==> src/rtl/rst_hub_pkg.sv <==
`timescale 1ns/1ps
package rst_hub_pkg;
    localparam int CAUSE_W   = 8;
    localparam int B_POR     = 0;
    localparam int B_BOR     = 1;
    localparam int B_UNINITW = 2;
    localparam int B_ILLOP   = 3;
    localparam int B_WDT     = 4;
    localparam int B_SWR     = 5;
    localparam int B_PIN     = 6;
    localparam int B_TRAP    = 7;

    typedef logic [CAUSE_W-1:0] cause_t;

    localparam cause_t POR_VALUE = cause_t'((1 << B_POR) | (1 << B_BOR));
endpackage

==> src/rtl/rst_hub_pinfilt.sv <==
`timescale 1ns/1ps
module rst_hub_pinfilt #(
    parameter int FILT_LEN = 4
) (
    input  logic clk_i,
    input  logic clr_i,
    input  logic pin_n_i,
    output logic req_o
);
    localparam int CW = $clog2(FILT_LEN + 1);
    localparam logic [CW-1:0] FULL = CW'(FILT_LEN);

    typedef struct packed {
        logic [CW-1:0] run;
    } filt_t;

    filt_t st_d, st_q;

    always_comb begin
        st_d = st_q;
        if (clr_i || pin_n_i) begin
            st_d.run = '0;
        end else if (st_q.run != FULL) begin
            st_d.run = st_q.run + 1'b1;
        end
    end

    always_ff @(posedge clk_i) begin
        st_q <= st_d;
    end

    assign req_o = (st_q.run == FULL);
endmodule

==> src/rtl/rst_hub_stretch.sv <==
`timescale 1ns/1ps
module rst_hub_stretch #(
    parameter int HOLD_CYC = 16
) (
    input  logic clk_i,
    input  logic req_i,
    output logic rst_o
);
    localparam int HW = (HOLD_CYC > 2) ? $clog2(HOLD_CYC) : 1;
    localparam logic [HW-1:0] LAST = HW'(HOLD_CYC - 1);

    typedef struct packed {
        logic          active;
        logic [HW-1:0] cnt;
    } hold_t;

    hold_t st_d, st_q;

    always_comb begin
        st_d = st_q;
        if (req_i) begin
            st_d.active = 1'b1;
            st_d.cnt    = '0;
        end else if (st_q.active) begin
            if (st_q.cnt == LAST) begin
                st_d.active = 1'b0;
                st_d.cnt    = '0;
            end else begin
                st_d.cnt = st_q.cnt + 1'b1;
            end
        end
    end

    always_ff @(posedge clk_i) begin
        st_q <= st_d;
    end

    assign rst_o = st_q.active;
endmodule

==> src/rtl/rst_hub_cause.sv <==
`timescale 1ns/1ps
module rst_hub_cause
    import rst_hub_pkg::*;
(
    input  logic   clk_i,
    input  logic   por_i,
    input  cause_t evt_i,
    input  logic   wr_en_i,
    input  cause_t wr_data_i,
    output cause_t cause_o
);
    typedef struct packed {
        cause_t bits;
    } cause_st_t;

    cause_st_t st_d, st_q;

    always_comb begin
        st_d = st_q;
        if (wr_en_i) begin
            st_d.bits = wr_data_i;
        end
        st_d.bits = st_d.bits | evt_i;
        if (por_i) begin
            st_d.bits = POR_VALUE;
        end
    end

    always_ff @(posedge clk_i) begin
        st_q <= st_d;
    end

    assign cause_o = st_q.bits;
endmodule

==> src/rtl/rst_hub.sv <==
`timescale 1ns/1ps
module rst_hub
    import rst_hub_pkg::*;
#(
    parameter int FILT_LEN = 4,
    parameter int HOLD_CYC = 16
) (
    input  logic       clk_i,
    input  logic       por_i,
    input  logic       bor_i,
    input  logic       ext_rst_n_i,
    input  logic       swr_i,
    input  logic       wdt_i,
    input  logic       trap_i,
    input  logic       illop_i,
    input  logic       uninitw_i,
    input  logic       wr_en_i,
    input  logic [7:0] wr_data_i,
    output logic [7:0] cause_o,
    output logic       sys_rst_o
);
    logic   pin_req;
    cause_t evt;
    logic   req_any;

    rst_hub_pinfilt #(.FILT_LEN(FILT_LEN)) u_filt (
        .clk_i   (clk_i),
        .clr_i   (por_i),
        .pin_n_i (ext_rst_n_i),
        .req_o   (pin_req)
    );

    always_comb begin
        evt            = '0;
        evt[B_POR]     = por_i;
        evt[B_BOR]     = bor_i;
        evt[B_UNINITW] = uninitw_i;
        evt[B_ILLOP]   = illop_i;
        evt[B_WDT]     = wdt_i;
        evt[B_SWR]     = swr_i;
        evt[B_PIN]     = pin_req;
        evt[B_TRAP]    = trap_i;
    end

    assign req_any = |evt;

    rst_hub_stretch #(.HOLD_CYC(HOLD_CYC)) u_hold (
        .clk_i (clk_i),
        .req_i (req_any),
        .rst_o (sys_rst_o)
    );

    rst_hub_cause u_cause (
        .clk_i     (clk_i),
        .por_i     (por_i),
        .evt_i     (evt),
        .wr_en_i   (wr_en_i),
        .wr_data_i (wr_data_i),
        .cause_o   (cause_o)
    );
endmodule

==> config.mk <==
export PLATFORM = sky130hd
export DESIGN_NAME = rst_hub
export DESIGN_NICKNAME = d
export VERILOG_FILES = /design/src/rtl/rst_hub_pkg.sv /design/src/rtl/rst_hub_pinfilt.sv /design/src/rtl/rst_hub_stretch.sv /design/src/rtl/rst_hub_cause.sv /design/src/rtl/rst_hub.sv
export SDC_FILE = /design/constraint.sdc
export NUM_CORES = 1
export LEC_CHECK = 0
export ABC_AREA = 1
export CAP_MARGIN = 30
export CORE_MARGIN = 2
export CORE_UTILIZATION = 40
export CTS_BUF_LIST = sky130_fd_sc_hd__clkbuf_4
export CTS_CLUSTER_SIZE = 14
export DETAILED_ROUTE_END_ITERATION = 10
export PLACE_DENSITY = 0.77
export SLEW_MARGIN = 25
export SYNTH_ARGS = -nofsm -noshare
export SYNTH_HDL_FRONTEND = slang
export SYNTH_SLANG_ARGS = --single-unit
export TNS_END_PERCENT = 30
==> constraint.sdc <==
create_clock -name clk_i -period 1.2 [get_ports clk_i]
set_clock_uncertainty 0.1 [all_clocks]
set_input_delay 0.18 -clock clk_i [delete_from_list [all_inputs] [get_ports clk_i]]
set_output_delay 0.18 -clock clk_i [all_outputs]
set_load 0.02 [all_outputs]
==> summary.md <==
| Metric | Value |
|---|---|
| Crit end category | output port |
| Worst Hold Depth | 3 |
| Post-layout min period | roughly 1.2 ns |
| Fin Hold WS | approximately 0.34 ns |
| Synth Register Bits | 16 |
| Commonest non-fill, non-tap cell in the layout | nand2_1 |
| Clk buf depth | 2 |
| Status | finished, final reports clean |
| Top Ports | 27 |
| Leak Pwr | approximately 0.00048 µW |
| Sequential share of power | a little over half |
| Overall power | about 1000 µW |
| Area Growth Syn to Fin | 55.1% |
| Switching Share | approximately 26% |
| DIE WIDTH | ~46 µm |
| Clock Power Share | between 20 and 30% |
| Syn_area_per_cell | approximately 7.5 µm² |
| Max cap viols | 0 |
| FMAX | around 0.86 GHz |
| Logic pwr share | around a fifth |
| CP bufs+invs | 1 |
| Total Wirelength | roughly 1700 µm |
| CP max stage cell | dfxtp_1 |
| # rows | 15 |
| Critical path class | reg -> out |
| Num Clock Sinks | 16 |
| Top cells by area, synth | dfxtp_1 (45%), nand2_1 (13%), a21oi_1 (13%), inv_1 (6.9%), ha_1 (5.3%) |
| Largest net degree at the start of global routing | 10 |
| Critical Path RT | 0.92 ns |
| Antenna Nets Post-Route | 0 |
| Vias in the first global route | just over 600 |
| CTS tree | yes |
| Die Area | 0.00211 mm² |
| Routed length per instance | between 10 and 15 µm |
| Yosys cell types | 16 |
| Total internal power | 778 µW |
| Worst path depth | 1 |
| Crit path launch | u_cause.cause_o[7] |
| # fillers | 168 |
| Switching pwr | around 270 µW |
| CTS root buf | clkbuf_4 |
| I/O Buffers | 26 |
| Design Area, Final | 0.00109 mm² |
| Critical Path Source Type | flip-flop |
| Initial antenna violation count | 0 |
| Post-DP Area | about 0.0010 mm² |
| Post-CTS Repair Setup Buffers | 0 |
| Share of the synthesized area in the top cell type | roughly 45% |
| Fin crit share | just under 100% |
| H-tree depth | 1 |
| Routed vias/inst | roughly 5 |
| Yosys Warn Count | 0 |
| Sequential area share after synthesis | 45.5% |
| Final global-route overflow total | 0 |
| DRT Pass-1 Iters | 3 |
| CTS Buf Count | 3 |
| Worst-Margin Slew | roughly 0.33 ns |
| Max_slew headroom | roughly four fifths |
| Crit-path cells | clkdlybuf4s15_2 |
| Synth Instances | 94 |
| RePlAce Congestion | about 0.8 |
| GR Util All Layers | between 10% and 20% |
| Drt initial violations | 8 |
| Share of cells above drive strength 1 | roughly 28% |
| Crit path max fanout | 2 |
| Post-CTS Hold Fix Bufs | 0 |
| Hold crit path type | in -> reg |
| First-pass GRT wire length | approximately 2400 µm |
| Post-Layout Cell Count | about 150 |
| Commonest cells after routing, fill and taps aside | nand2_1 (23), clkdlybuf4s50_1 (17), a21oi_1 (15) |
| Synth Cell Area | 704 µm² |
| Placed Cells | around 140 |
| Crit-path max cell delay | around 0.34 ns |
| DR vias | approximately 720 |
| N_diodes | 0 |
| Final Core Density | between 60% and 70% |
| Nets@finish | 152 |
| Syn Nets | between 100 and 150 |
| HP Start | wr_data_i[6] |
| Worst-path clk slew | approximately 0.1 ns |
| Die height | 46.0 µm |
| Initial Utilization | between 40% and 50% |
| Final-report max-slew violation count | 0 |
| RSZ-0062 raised after global routing | true |
| Fin. Hold Viols | 0 |
| Reg2reg path depth | 7 |
| CP arrival | approximately 0.89 ns |
| Final Setup Violations | 0 |
| Most area-hungry cell type in the Yosys netlist | dfxtp_1 |
| Core ar. | approximately 0.0017 mm² |
| HPWL after DPL | about 1300 µm |
| Clk_lat worst skew | 0.28 ns |
| PwrDens | around 960 mW/mm² |
| Remaining DRCs | 0 |
| CP delay by family, top | flip-flops |
| Reg-to-reg startpoint | u_filt.st_q[1] |
| Max VDD drop | 0.690 mV |
logic make-up after synthesis:
logic type / Yosys count / share of synthesized area [%]
buf+inv: 15 / 9.24
fa+ha+maj: 3 / 5.33
simple gates: 38 / 24.2
flops: 16 / 45.5
compound gates: 22 / 15.8
stage by stage:
step	TNS, ns	setup slack [ns]
CTS	-0.00715	-0.00482
floorplan	0	0.00911
finish	0	0.0350
detailed placement	-1.23	-0.157
global placement	-0.901	-0.123
global route	-0.0597	-0.0222
layout make-up:
cell class / count / area, µm² / area share [%]
well taps: 17 / 21.3 / 1.95
repair buffers: 34 / 294 / 26.9
clock inverters: 1 / 3.75 / 0.344
inverters: 13 / 48.8 / 4.47
multi-input cells: 63 / 378 / 34.6
clock buffers: 3 / 22.5 / 2.06
flip-flops and latches: 16 / 324 / 29.7
repair_timing:
| action | in CTS | in global routing |
|---|---|---|
| setup endpoints to repair | 14 | 9 |
| gates resized for setup | 36 | 14 |
| pin swaps | 4 | 3 |
state kept, by name, indices dropped and copies added (netlist names):
| name | flops |
|---|---|
| u_cause.cause_o | 8 |
| u_filt.st_q | 3 |
| u_hold.st_q | 4 |
| u_hold.rst_o | 1 |
worst min-delay path: stages:
cell	delay [ns]
clkdlybuf4s50_1	0.39
nand2_1	0.06
a21oi_1	0.06
routing by layer:
layer | routed length (µm) | part of all wire, % | GRT usage, %
met1 | 690 | 42 | 17.9
met2 | 895 | 54 | 28.6
met3 | 41 | 2.5 | 3.57
met4 | 23 | 1.4 | 8.57
met5 | 0 | 0 | 0
power by group through the flow:
| stage | clock network [µW] | registers (µW) | logic (µW) |
|---|---|---|---|
| final | 286 | 564 | 196 |
| after global placement | 0 | 575 | 192 |
| after floorplan | 0 | 598 | 55.6 |
| after global routing | 319 | 567 | 215 |
| after detailed placement | 0 | 576 | 196 |
| after CTS | 297 | 564 | 196 |
synthesized netlist by cell type (all sizes together):
| library cell | n |
|---|---|
| nor2 | 4 |
| nand3 | 5 |
| nor3 | 1 |
| dfxtp | 16 |
| inv | 13 |
| a31oi | 1 |
| nand4 | 1 |
| nand2 | 26 |
| o21ai | 3 |
| ha | 3 |
| a21oi | 18 |
| buf | 2 |
| or2 | 1 |
final timing paths:
| check | endpoint | slack, ns |
|---|---|---|
| hold / removal | u_cause.cause_o[6] | 0.34 |
| hold reg to reg | u_cause.cause_o[2] | 0.36 |
| setup / recovery | cause_o[7] | 0.03 |
| setup reg to reg | u_hold.st_q[1] | 0.03 |
No activity file was read; power rests on OpenSTA's default activity.
